`src/rtl/rxh_pkg.sv`:
```
package rxh_pkg;
  localparam int CHAR_W = 8;
  localparam int PAIR_W = 2 * CHAR_W;
  localparam logic [CHAR_W-1:0] SPACE_CODE = 8'h20;

  typedef enum logic {
    W_OPEN   = 1'b0,
    W_SEALED = 1'b1
  } word_st_t;

  // Replace the second character by a space when only one is present.
  function automatic logic [PAIR_W-1:0] pad_pair(input logic [PAIR_W-1:0] p,
                                                 input logic single);
    pad_pair = single ? {p[PAIR_W-1:CHAR_W], SPACE_CODE} : p;
  endfunction
endpackage

```
`src/rtl/rxh_pad.sv`:
```
module rxh_pad
  import rxh_pkg::*;
(
  input  logic [PAIR_W-1:0] pair_i,
  input  logic              single_i,
  output logic [PAIR_W-1:0] pair_o
);
  always_comb pair_o = pad_pair(pair_i, single_i);
endmodule

```
`src/rtl/rxh_mix.sv`:
```
module rxh_mix #(
  parameter int                HASH_W   = 22,
  parameter int                PAIR_W   = 16,
  parameter int                ROT      = 7,
  parameter logic [HASH_W-1:0] HASH_KEY = '0
) (
  input  logic [HASH_W-1:0] state_i,
  input  logic [PAIR_W-1:0] pair_i,
  output logic [HASH_W-1:0] mix_o,
  output logic [HASH_W-1:0] next_o
);
  localparam int RS = ROT % HASH_W;
  localparam int EXT_W = HASH_W - PAIR_W;

  function automatic logic [HASH_W-1:0] rotl(input logic [HASH_W-1:0] x);
    logic [2*HASH_W-1:0] dbl;
    dbl  = {x, x};
    rotl = dbl[2*HASH_W-1-RS -: HASH_W];
  endfunction

  function automatic logic [HASH_W-1:0] widen(input logic [PAIR_W-1:0] p);
    widen = {{EXT_W{1'b0}}, p};
  endfunction

  always_comb begin
    mix_o  = state_i ^ widen(pair_i) ^ HASH_KEY;
    next_o = rotl(mix_o);
  end
endmodule

```
`src/rtl/rxh_ctrl.sv`:
```
module rxh_ctrl
  import rxh_pkg::*;
(
  input  logic clk,
  input  logic rst,
  input  logic clr_i,
  input  logic pair_vld_i,
  input  logic last_i,
  output logic step_fire_o,
  output logic sealed_o,
  output logic done_o
);
  word_st_t st_q;

  always_comb step_fire_o = pair_vld_i && !clr_i && (st_q == W_OPEN);
  always_comb sealed_o = (st_q == W_SEALED);

  always_ff @(posedge clk) begin
    if (rst || clr_i) begin
      st_q   <= W_OPEN;
      done_o <= 1'b0;
    end else begin
      done_o <= step_fire_o && last_i;
      if (step_fire_o && last_i) st_q <= W_SEALED;
    end
  end
endmodule

```
`src/rtl/rxh_state.sv`:
```
module rxh_state #(
  parameter int HASH_W = 22
) (
  input  logic              clk,
  input  logic              rst,
  input  logic              clr_i,
  input  logic              load_i,
  input  logic [HASH_W-1:0] next_i,
  output logic [HASH_W-1:0] state_o
);
  always_ff @(posedge clk) begin
    if (rst || clr_i) state_o <= '0;
    else if (load_i)  state_o <= next_i;
  end
endmodule

```
`src/rtl/rxh_unit.sv`:
```
module rxh_unit
  import rxh_pkg::*;
#(
  parameter int                HASH_W   = 22,
  parameter int                ROT      = 7,
  parameter logic [HASH_W-1:0] HASH_KEY = 22'h2A5C31
) (
  input  logic              clk,
  input  logic              rst,
  input  logic              clr_i,
  input  logic              pair_vld_i,
  input  logic [15:0]       pair_i,
  input  logic              single_i,
  input  logic              last_i,
  output logic [HASH_W-1:0] hash_o,
  output logic              done_o
);
  logic [PAIR_W-1:0] padded_w;
  logic [HASH_W-1:0] mix_w;
  logic [HASH_W-1:0] next_w;
  logic              step_fire;
  logic              sealed;
  logic              word_end;

  always_comb word_end = step_fire && last_i;

  rxh_pad u_pad (
    .pair_i   (pair_i),
    .single_i (single_i),
    .pair_o   (padded_w)
  );

  rxh_mix #(
    .HASH_W   (HASH_W),
    .PAIR_W   (PAIR_W),
    .ROT      (ROT),
    .HASH_KEY (HASH_KEY)
  ) u_mix (
    .state_i (hash_o),
    .pair_i  (padded_w),
    .mix_o   (mix_w),
    .next_o  (next_w)
  );

  rxh_ctrl u_ctrl (
    .clk         (clk),
    .rst         (rst),
    .clr_i       (clr_i),
    .pair_vld_i  (pair_vld_i),
    .last_i      (last_i),
    .step_fire_o (step_fire),
    .sealed_o    (sealed),
    .done_o      (done_o)
  );

  rxh_state #(.HASH_W(HASH_W)) u_state (
    .clk     (clk),
    .rst     (rst),
    .clr_i   (clr_i),
    .load_i  (step_fire),
    .next_i  (next_w),
    .state_o (hash_o)
  );
endmodule

```
`config.mk`:
```
export PLATFORM = sky130hd
export DESIGN_NAME = rxh_unit
export DESIGN_NICKNAME = d
export VERILOG_FILES = /design/src/rtl/rxh_pkg.sv /design/src/rtl/rxh_pad.sv /design/src/rtl/rxh_mix.sv /design/src/rtl/rxh_ctrl.sv /design/src/rtl/rxh_state.sv /design/src/rtl/rxh_unit.sv
export SDC_FILE = /design/constraint.sdc
export NUM_CORES = 1
export LEC_CHECK = 0
export BUFFER_PORTS_ARGS = -buffer_cell sky130_fd_sc_hd__buf_2
export CAP_MARGIN = 30
export CORE_MARGIN = 8
export CORE_UTILIZATION = 46
export DETAILED_ROUTE_END_ITERATION = 10
export PLACE_DENSITY = 0.77
export SYNTH_ARGS = -nofsm -noshare
export SYNTH_HDL_FRONTEND = slang
export SYNTH_SLANG_ARGS = --single-unit
```
`constraint.sdc`:
```
create_clock -name clk -period 1.51 [get_ports clk]
set_input_delay 0.151 -clock clk [delete_from_list [all_inputs] [get_ports clk]]
set_output_delay 0.151 -clock clk [all_outputs]
set_load 0.005 [all_outputs]
```
==> flow_summary.yaml, run 1 <==
route:
  detail-route-antenna-nets: 0
  number_of_remaining_drc_errors: 0
  detail_route.wl_per_cell_um: 13.3
  num_vias: 920
  count_of_tritonroute_iterations_in_the_first_routing_pass: 4
  drt-total-wl_um: 2480
  drt-initial-drc-count: 16
  avgViaCountPerCell: 4.92
synth:
  synth_area_um2: 1060
  synthesis.area_per_instance_um2: 8.95
  yosysWarnings: 0
  synthDistinctLibCells: 18
  syn-instance-count: 118
  flip_flop_and_latch_count_after_synthesis: 24
  synth.net_count: 140
  part_of_the_yosys_area_used_for_sequential_elements: 0.455
sta:
  final.period_utilization: 0.838
  clk_skew_ns: 0.00167
  finalHoldViolCount: 0
  max-slew-margin-rel: 0.586
  holdWs_ns: 0.0976
  min_setup_slack_post_route_ns: 0.245
  period_minus_ws_final_ns: 1.26
  slew_viol_final: 0
  worst_slew_pin_slew_ns: 0.620
  report.final.setup_viol: 0
  timing.fmax_mhz: 791
  grt_setup_unrepaired: "no"
  setup_total_negative_slack_ns: 0
pwr:
  power_density_nw_per_um2: 833
  p_leak_uw: 0.000550
  power.ir.vdd_worst_mv: 0.493
  power.share.combinational: 0.147
  p_int_uw: 822
  sequentialPowerShare: 0.615
  power_switching_uw: 260
  netSwitchingFraction: 0.240
  power_frac_clock: 0.238
clock_tree:
  post_cts_buffers: 0
  clock_latency_ns: 0.29
  post_cts_hold_buffer_count: 0
  tritoncts: "done"
  ctsLongestPathBuffers: 2
  worst_setup_hold_path_clk_slew_ns: 0.12
  clockRootBuffer: "sky130_fd_sc_hd__clkbuf_4"
  htree_num_levels: 1
  cts.sink_count: 24
  cells_resized_by_post_cts_repair: 0
  cts_inserted_buffers: 3
global_route:
  grt_pass1_vias: 923
  largest_net_degree_at_the_start_of_global_routing: 27
  grt_use_total: 0.121
  gr-total-overflow: 0
  initial_antenna_violation_count: 0
  grt_first_pass_wirelength_um: 4180
setup_path:
  critPathKind: "flop to flop"
  cp_data_arrival_time_ns: 1.43
  cp-end-kind: "flop"
  cp.required_ns: 1.67
  critical_path.max_fanout: 11
  cp-start-kind: "flop"
floorplanning:
  die_area_um2: 4090
  core_um2: 2190
  design.portCount: 45
  die-height_um: 63.9
  die-width_um: 63.9
  floorplan.initialDensity: 0.482
  fp-row-count: 17
hold_path:
  timing.hold.worst.class: "primary input to flop"
place:
  preCtsSetupSlack_ns: 0.275
  place_hpwl_um: 1920
  number_of_port_buffers: 44
  gpl.final_weighted_congestion: 0.725
layout:
  share_of_cells_above_drive_strength_1: 0.346
  final.fill_count: 203
  antenna-diode-count: 0
  seqCellArea_um2: 480
  area_delta_synth_final_pct: 23.0
  multi_input_comb_area_um2: 518
  layout.nets: 183
job:
  timing.max_cap.violations: 0
status:
  run_status: "complete, no violations"
## flip-flops by register name, indices dropped and copies added, names as in the netlist
name / flops
u_ctrl.sealed_o: 1
u_state.state_o: 22
u_ctrl.done_o: 1
## layout by cell type (no fill, tap or decap), drive strengths merged, types with 2 or more instances in the layout
cell,count
buf,47
dfxtp,24
nand2,17
xnor2,16
a21oi,16
nor2,8
o21ai,8
nor2b,5
a211oi,5
nand2b,4
clkbuf,3
nand3,2
## critical path, cell delays in order (launching register included)
cell and delay (ns):
sky130_fd_sc_hd__dfxtp_1 0.36, sky130_fd_sc_hd__or3b_1 0.56, sky130_fd_sc_hd__nand2_1 0.14, sky130_fd_sc_hd__a21oi_1 0.07
## layer usage
metal | GRT usage | up-vias | part of all wire
li1 | - | 471 | -
met3 | 0.0279 | 2 | 0.052
met5 | 0 | - | 0
met4 | 0.0501 | 0 | 0.012
met2 | 0.207 | 23 | 0.48
met1 | 0.142 | 424 | 0.46
## cell families (layout without fill, tap and decap cells)
kind of cell / count (synthesis) / in the layout / share of synthesized area
flip-flops: 24 / 24 / 0.455
XOR/XNOR: 16 / 16 / 0.133
AND/OR/NAND/NOR: 40 / 40 / 0.190
buffers and inverters: 9 / 50 / 0.0545
AO/OA/AOI/OAI: 29 / 29 / 0.168
## path summary, 6_finish.rpt
| check | startpoint | end | slack (ns) | depth (start not counted) |
|---|---|---|---|---|
| max | u_ctrl.sealed_o$_SDFFE_PP0P_ | u_state.state_o[3]$_SDFFE_PP0P_ | 0.25 | 3 |
| min | last_i | u_ctrl.done_o$_SDFF_PP0_ | 0.1 | 2 |
| max reg2reg | u_ctrl.sealed_o$_SDFFE_PP0P_ | u_state.state_o[3]$_SDFFE_PP0P_ | 0.25 | 3 |
| min reg2reg | u_state.state_o[19]$_SDFFE_PP0P_ | u_state.state_o[19]$_SDFFE_PP0P_ | 0.47 | 2 |
## metrics by stage
stage          cell area [um^2]  std cells  power [uW]  utilization
2_1_floorplan              1060        118         777            -
3_3_place_gp               1280        184         835        0.583
3_5_place_dp               1280        184         839        0.583
4_1_cts                    1300        187        1090        0.593
5_1_grt                    1300        187        1150        0.593
6_report                   1300        187        1080        0.593
## Yosys cell counts
cell | instances | area, um^2
sky130_fd_sc_hd__dfxtp_1 | 24 | 480
sky130_fd_sc_hd__nand2_1 | 17 | 63.8
sky130_fd_sc_hd__a21oi_1 | 16 | 80.1
sky130_fd_sc_hd__xnor2_1 | 16 | 140
sky130_fd_sc_hd__nor2_1 | 8 | 30.0
sky130_fd_sc_hd__o21ai_0 | 8 | 40.0
sky130_fd_sc_hd__buf_4 | 5 | 37.5
sky130_fd_sc_hd__nor2b_1 | 5 | 31.3
sky130_fd_sc_hd__a211oi_2 | 4 | 50.1
sky130_fd_sc_hd__nand2b_1 | 4 | 25.0
sky130_fd_sc_hd__buf_2 | 3 | 15.0
sky130_fd_sc_hd__nand3_1 | 2 | 10.0
sky130_fd_sc_hd__a211oi_1 | 1 | 7.51
sky130_fd_sc_hd__and3_1 | 1 | 6.26
sky130_fd_sc_hd__clkbuf_2 | 1 | 5.00
sky130_fd_sc_hd__nor3b_4 | 1 | 18.8
sky130_fd_sc_hd__or2_1 | 1 | 6.26
sky130_fd_sc_hd__or3b_1 | 1 | 8.76
## power by group through the flow
stage               Sequential (uW)  Clock (uW)  Combinational [uW]
detailed placement              679           0                 160
finish                          665         257                 159
global placement                679           0                 157
CTS                             665         268                 161
floorplan                       679           0                97.9
global route                    669         305                 176
## layout make-up
type	instances	area share
multi-input combinational	85	0.399
sequential	24	0.370
timing repair buffer	47	0.187
tap	28	0.0270
clock buffer	3	0.0173
Power figures use the tool's default switching activity.
==> run 2: changes to the inputs <==
CORE_UTILIZATION = 41   (was 46)
PLACE_DENSITY = 0.73   (was 0.77)
clock period = 1.08 ns   (was 1.51 ns; I/O delays follow)
==> flow_summary.yaml, run 2 (synthesized netlist as in run 1, its figures left out) <==
clock_tree:
  tritoncts: "done"
  cts_inserted_buffers: 3
  post_cts_hold_buffer_count: 0
  ctsLongestPathBuffers: 2
  clock_latency_ns: 0.30
  htree_num_levels: 1
  worst_setup_hold_path_clk_slew_ns: 0.12
  clockRootBuffer: "sky130_fd_sc_hd__clkbuf_4"
  cts.sink_count: 24
sta:
  min_setup_slack_post_route_ns: -0.0237
  timing.fmax_mhz: 906
  finalHoldViolCount: 0
  worst_slew_pin_slew_ns: 0.231
  max-slew-margin-rel: 0.845
  report.final.setup_viol: 8
  setup_total_negative_slack_ns: -0.0894
  clk_skew_ns: 0.00150
  grt_setup_unrepaired: "yes"
  period_minus_ws_final_ns: 1.10
  final.period_utilization: 1.02
  slew_viol_final: 0
global_route:
  largest_net_degree_at_the_start_of_global_routing: 13
  grt_pass1_vias: 1060
  grt_use_total: 0.126
  initial_antenna_violation_count: 0
  gr-total-overflow: 0
  grt_first_pass_wirelength_um: 4510
layout:
  area_delta_synth_final_pct: 32.5
  antenna-diode-count: 0
  final_cell_mix: "sky130_fd_sc_hd__buf_2 (44), sky130_fd_sc_hd__dfxtp_1 (23), sky130_fd_sc_hd__nand2_1 (17), sky130_fd_sc_hd__xnor2_1 (16), sky130_fd_sc_hd__a21oi_1 (16)"
  layout.nets: 193
  final.fill_count: 232
  final_core_utilization: 0.570
  max_flop_register: "u_state.state_o"
  largest_reg_flops: 22
  multi_input_comb_area_um2: 520
  final_common_cell: "sky130_fd_sc_hd__buf_2"
  share_of_cells_above_drive_strength_1: 0.396
  final_area_um2: 1400
  finish.cell_count_without_fillers: 199
  seqCellArea_um2: 482
status:
  run_status: "finished, violations left"
  failed_checks: "setup timing"
setup_path:
  worstReg2RegStart: "u_ctrl.sealed_o$_SDFFE_PP0P_"
  rr_worst_depth: 5
  critPathKind: "flop to flop"
  cp-startpoint: "u_ctrl.sealed_o$_SDFFE_PP0P_"
  cp_data_arrival_time_ns: 1.34
  cp-start-kind: "flop"
  critical_path.max_fanout: 5
  cp-end-kind: "flop"
  cp.required_ns: 1.32
route:
  dr_wl_met2_um: 1420
  wl_met1_um: 1150
  detail_route.wl_per_cell_um: 13.7
  detail-route-antenna-nets: 0
  avgViaCountPerCell: 4.93
  drt-initial-drc-count: 39
  topRoutingLayerUsed: "met4"
  count_of_tritonroute_iterations_in_the_first_routing_pass: 4
  number_of_remaining_drc_errors: 0
  num_vias: 981
  wl_met3_um: 136
  drt-total-wl_um: 2730
place:
  preCtsSetupSlack_ns: -0.0590
  number_of_cells_after_detailed_placement: 189
  gpl.final_weighted_congestion: 0.746
  place_hpwl_um: 2070
  number_of_port_buffers: 44
  placedInstanceArea_um2: 1310
pwr:
  power.ir.vdd_worst_mv: 0.709
  p_leak_uw: 0.000606
  power_density_nw_per_um2: 1130
hold_path:
  timing.hold.worst.class: "primary input to flop"
  whs_path_depth: 3
  worstHoldStart: "last_i"
floorplanning:
  core_um2: 2450
  die-height_um: 66.8
  fp-row-count: 18
  design.portCount: 45
  die_area_um2: 4460
  die-width_um: 66.8
  floorplan.initialDensity: 0.430
job:
  timing.max_cap.violations: 0
==> run 2: power by group <==
group	total, uW	internal (uW)	leakage, uW	switching, uW
registers	930	910	0.000195	20.0
logic	268	143	0.000397	126
clock network	378	130	0.0000138	248
==> run 2: critical path: stages (launching register included) <==
cell and delay [ns]:
sky130_fd_sc_hd__dfxtp_2 0.36, sky130_fd_sc_hd__nor3b_4 0.20, sky130_fd_sc_hd__buf_4 0.15, sky130_fd_sc_hd__buf_6 0.11, sky130_fd_sc_hd__nor2_1 0.05, sky130_fd_sc_hd__a211oi_2 0.17
==> run 2: cell type report <==
class,count,share of cell area
Multi-Input combinational cell,85,0.372
Sequential cell,24,0.344
Timing Repair Buffer,57,0.241
Tap cell,30,0.0268
Clock buffer,3,0.0161
==> run 2: final timing paths <==
kind | endpoint | slack (ns)
worst max-delay path | u_state.state_o[2]$_SDFFE_PP0P_ | -0.02
worst min-delay path | u_ctrl.sealed_o$_SDFFE_PP0P_ | 0.06
worst min register to register | u_state.state_o[18]$_SDFFE_PP0P_ | 0.48
worst max register to register | u_state.state_o[2]$_SDFFE_PP0P_ | -0.02
==> run 2: per-stage QoR <==
stage	total power, uW	hold slack (ns)
detailed placement	1190	0.367
CTS	1580	0.0579
global placement	1180	0.357
floorplan	1090	0.247
global route	1650	0.0541
finish	1580	0.0586
==> run 2: routing by layer <==
layer / GRT usage / vias up
met5: 0 / -
met4: 0.0480 / 0
met3: 0.0302 / 6
met2: 0.231 / 27
met1: 0.134 / 461
li1: - / 487
==> run 2: timing repair <==
item,in CTS,in global routing
cloned,2,0
buffers inserted,5,0
resized for setup,6,1
endpoints found under the setup margin,8,23
pin swaps,5,0
==> run 3: changes to the inputs <==
ABC_AREA = 1   (was unset)
CORE_UTILIZATION = 44   (was 41)
PLACE_DENSITY = 0.75   (was 0.73)
==> flow_summary.yaml, run 3 <==
setup_path:
  rr_worst_depth: 5
  timing.rr.end: "u_state.state_o[5]$_SDFFE_PP0P_"
  cp_slowest_stage_delay_ns: 0.37
  cp-start-kind: "flop"
  worstReg2RegStart: "u_ctrl.sealed_o$_SDFFE_PP0P_"
  cp-end-kind: "flop"
  setup.reg_to_reg.worst_slack_ns: 0.09
  critical_path.most_common_cell: "sky130_fd_sc_hd__nor2_1"
  crit_chain: "nor2_1, nand2_1, buf_4, o21ai_0, nor2_1"
  cp.required_ns: 1.30
  cp_data_arrival_time_ns: 1.21
  critical_path.max_fanout: 10
  critPathSlowestCell: "sky130_fd_sc_hd__dfxtp_1"
  critPathKind: "flop to flop"
layout:
  largest_reg_flops: 22
  finish.cell_count_without_fillers: 285
  area_delta_synth_final_pct: 22.8
  share_of_cells_above_drive_strength_1: 0.228
  multi_input_comb_area_um2: 591
  final.fill_count: 272
  layout.nets: 277
  max_flop_register: "u_state.state_o"
  final_common_cell: "sky130_fd_sc_hd__nand2_1"
  final_cell_mix: "sky130_fd_sc_hd__nand2_1 (88), sky130_fd_sc_hd__nor2_1 (47), sky130_fd_sc_hd__buf_2 (44), sky130_fd_sc_hd__inv_1 (25), sky130_fd_sc_hd__dfxtp_1 (24)"
  antenna-diode-count: 0
  seqCellArea_um2: 480
hold_path:
  timing.hold.worst.class: "primary input to flop"
  whs_path_depth: 3
  worst_hold_path.endpoint: "u_ctrl.done_o$_SDFF_PP0_"
  worstHoldStart: "last_i"
job:
  timing.max_cap.violations: 0
clock_tree:
  htree_num_levels: 1
  worst_setup_hold_path_clk_slew_ns: 0.12
  clock_latency_ns: 0.32
  cells_resized_by_post_cts_repair: 0
  cts.sink_count: 24
  clockRootBuffer: "sky130_fd_sc_hd__clkbuf_4"
  tritoncts: "done"
  post_cts_hold_buffer_count: 0
  post_cts_buffers: 0
  cts_inserted_buffers: 3
  ctsLongestPathBuffers: 2
sta:
  min_setup_slack_post_route_ns: 0.0912
  period_minus_ws_final_ns: 0.989
  slew_viol_final: 0
  timing.fmax_mhz: 1010
  report.final.setup_viol: 0
  worst_slew_pin_slew_ns: 0.162
  holdWs_ns: 0.0346
  finalHoldViolCount: 0
  final.period_utilization: 0.916
  clk_skew_ns: 0.00374
  grt_setup_unrepaired: "no"
  setup_total_negative_slack_ns: 0
  max-slew-margin-rel: 0.892
synth:
  synthDistinctLibCells: 13
  synth.largest_area_cell: "sky130_fd_sc_hd__dfxtp_1"
  synth_async_sr_flop_share: 0
  part_of_the_yosys_area_used_for_sequential_elements: 0.385
  synth_simple_gate_area_share: 0.453
  synth_commonest_cells: "sky130_fd_sc_hd__nand2_1 (88), sky130_fd_sc_hd__nor2_1 (47), sky130_fd_sc_hd__inv_1 (25), sky130_fd_sc_hd__dfxtp_1 (24)"
  synthesis.area_per_instance_um2: 5.95
  syn-instance-count: 210
  parity_gate_share_of_the_synthesized_area_counting_xor_and_xnor_cells: 0
  fraction_of_synthesized_cell_area_taken_by_the_top_area_cell_type: 0.385
  synth.net_count: 232
  yosysWarnings: 0
  synth_area_in_compound_gates: 0.0200
  post_synth_fa_ha_maj_area_fraction: 0
  number_of_synthesized_flops_with_an_enable_pin: 0
  flip_flop_and_latch_count_after_synthesis: 24
  postSynth.topFlopCell: "sky130_fd_sc_hd__dfxtp_1"
  cell_types_with_the_largest_area_share_after_synthesis: "sky130_fd_sc_hd__dfxtp_1 (38%), sky130_fd_sc_hd__nand2_1 (26%), sky130_fd_sc_hd__nor2_1 (14%), sky130_fd_sc_hd__inv_1 (7.5%), sky130_fd_sc_hd__buf_4 (4.2%)"
  mux_share_of_post_synthesis_cell_area: 0
  synth_top_family_by_area: "simple AND/OR/NAND/NOR gates"
  synth_area_um2: 1250
  synth.most_common_cell: "sky130_fd_sc_hd__nand2_1"
global_route:
  grt_use_total: 0.119
  initial_antenna_violation_count: 0
  grt_pass1_vias: 1163
  gr-total-overflow: 0
  grt_first_pass_wirelength_um: 4910
  largest_net_degree_at_the_start_of_global_routing: 24
route:
  count_of_tritonroute_iterations_in_the_first_routing_pass: 4
  drt-initial-drc-count: 47
  avgViaCountPerCell: 4.30
  number_of_remaining_drc_errors: 0
  detail_route.wl_per_cell_um: 9.59
  num_vias: 1225
  drt-total-wl_um: 2730
  detail-route-antenna-nets: 0
status:
  run_status: "complete, no violations"
place:
  number_of_cells_after_detailed_placement: 281
  number_of_port_buffers: 44
  preCtsSetupSlack_ns: 0.0997
  gpl.final_weighted_congestion: 0.787
  place_hpwl_um: 2180
floorplanning:
  fp-row-count: 19
  floorplan.initialDensity: 0.457
  core_um2: 2730
  die-width_um: 69.3
  die-height_um: 69.3
  design.portCount: 45
  die_area_um2: 4800
pwr:
  p_leak_uw: 0.000853
  power_density_nw_per_um2: 1110
  power.ir.vdd_worst_mv: 0.816
## run 3: changes by cell type after synthesis, sizes merged, moves of 2 or more
| cell | previous run | this run |
|---|---|---|
| a211oi | 5 | 0 |
| a21oi | 16 | 0 |
| buf | 8 | 10 |
| inv | 0 | 26 |
| nand2 | 17 | 89 |
| nand2b | 4 | 0 |
| nand3 | 2 | 7 |
| nor2 | 8 | 49 |
| nor2b | 5 | 0 |
| o21ai | 8 | 5 |
| xnor2 | 16 | 0 |
## run 3: cell families (layout without fill, tap and decap cells)
group | count (synthesis) | in the layout
compound gates | 5 | 5
flops | 24 | 24
simple gates | 145 | 145
buf+inv | 36 | 80
## run 3: worst max-delay path, delay by kind of cell, from the launching register on
kind	cells	cell delay [ns]
AOI/OAI and AO/OA	1	0.15
DFF	1	0.37
and+or+nand+nor	3	0.23
buffers and inverters	1	0.17
## run 3: report_power, final
part / internal, uW / leakage (uW) / total [uW] / switching, uW
sequential: 915 / 0.000195 / 938 / 22.8
combinational: 135 / 0.000637 / 297 / 162
clock: 206 / 0.0000210 / 470 / 264
total: 1260 / 0.000853 / 1700 / 449
## run 3: area by class of cell
class,instances,share of cell area
Multi-Input combinational cell,150,0.385
Sequential cell,24,0.313
Clock buffer,4,0.0237
Inverter,26,0.0636
Timing Repair Buffer,50,0.189
Tap cell,31,0.0253
## run 3: stage by stage
stage / utilization / power (uW) / area (um^2)
global placement: 0.548 / 1250 / 1500
detailed placement: 0.548 / 1260 / 1500
finish: 0.561 / 1700 / 1530
CTS: 0.561 / 1720 / 1530
floorplan: - / 1140 / 1250
global route: 0.561 / 1810 / 1530
## run 3: metal layers
layer / vias to the layer above / part of all wire / global-route usage
met2: 29 / 0.41 / 0.182
met3: 4 / 0.068 / 0.0515
met1: 495 / 0.51 / 0.148
li1: 697 / - / -
met4: 0 / 0.0095 / 0.0273
met5: - / 0 / 0
## run 3: worst max-delay path by stage
stage | from | to | slack [ns] | cells past startpoint
after global routing | u_ctrl.sealed_o$_SDFFE_PP0P_ | u_state.state_o[3]$_SDFFE_PP0P_ | 0.02 | 5
after detailed placement | u_ctrl.sealed_o$_SDFFE_PP0P_ | u_state.state_o[1]$_SDFFE_PP0P_ | 0.1 | 5
after CTS | u_ctrl.sealed_o$_SDFFE_PP0P_ | u_state.state_o[5]$_SDFFE_PP0P_ | 0.08 | 5
after floorplan | u_ctrl.sealed_o$_SDFFE_PP0P_ | u_state.state_o[1]$_SDFFE_PP0P_ | 0.14 | 5
after global placement | u_ctrl.sealed_o$_SDFFE_PP0P_ | u_state.state_o[3]$_SDFFE_PP0P_ | 0.12 | 5
final | u_ctrl.sealed_o$_SDFFE_PP0P_ | u_state.state_o[5]$_SDFFE_PP0P_ | 0.09 | 5
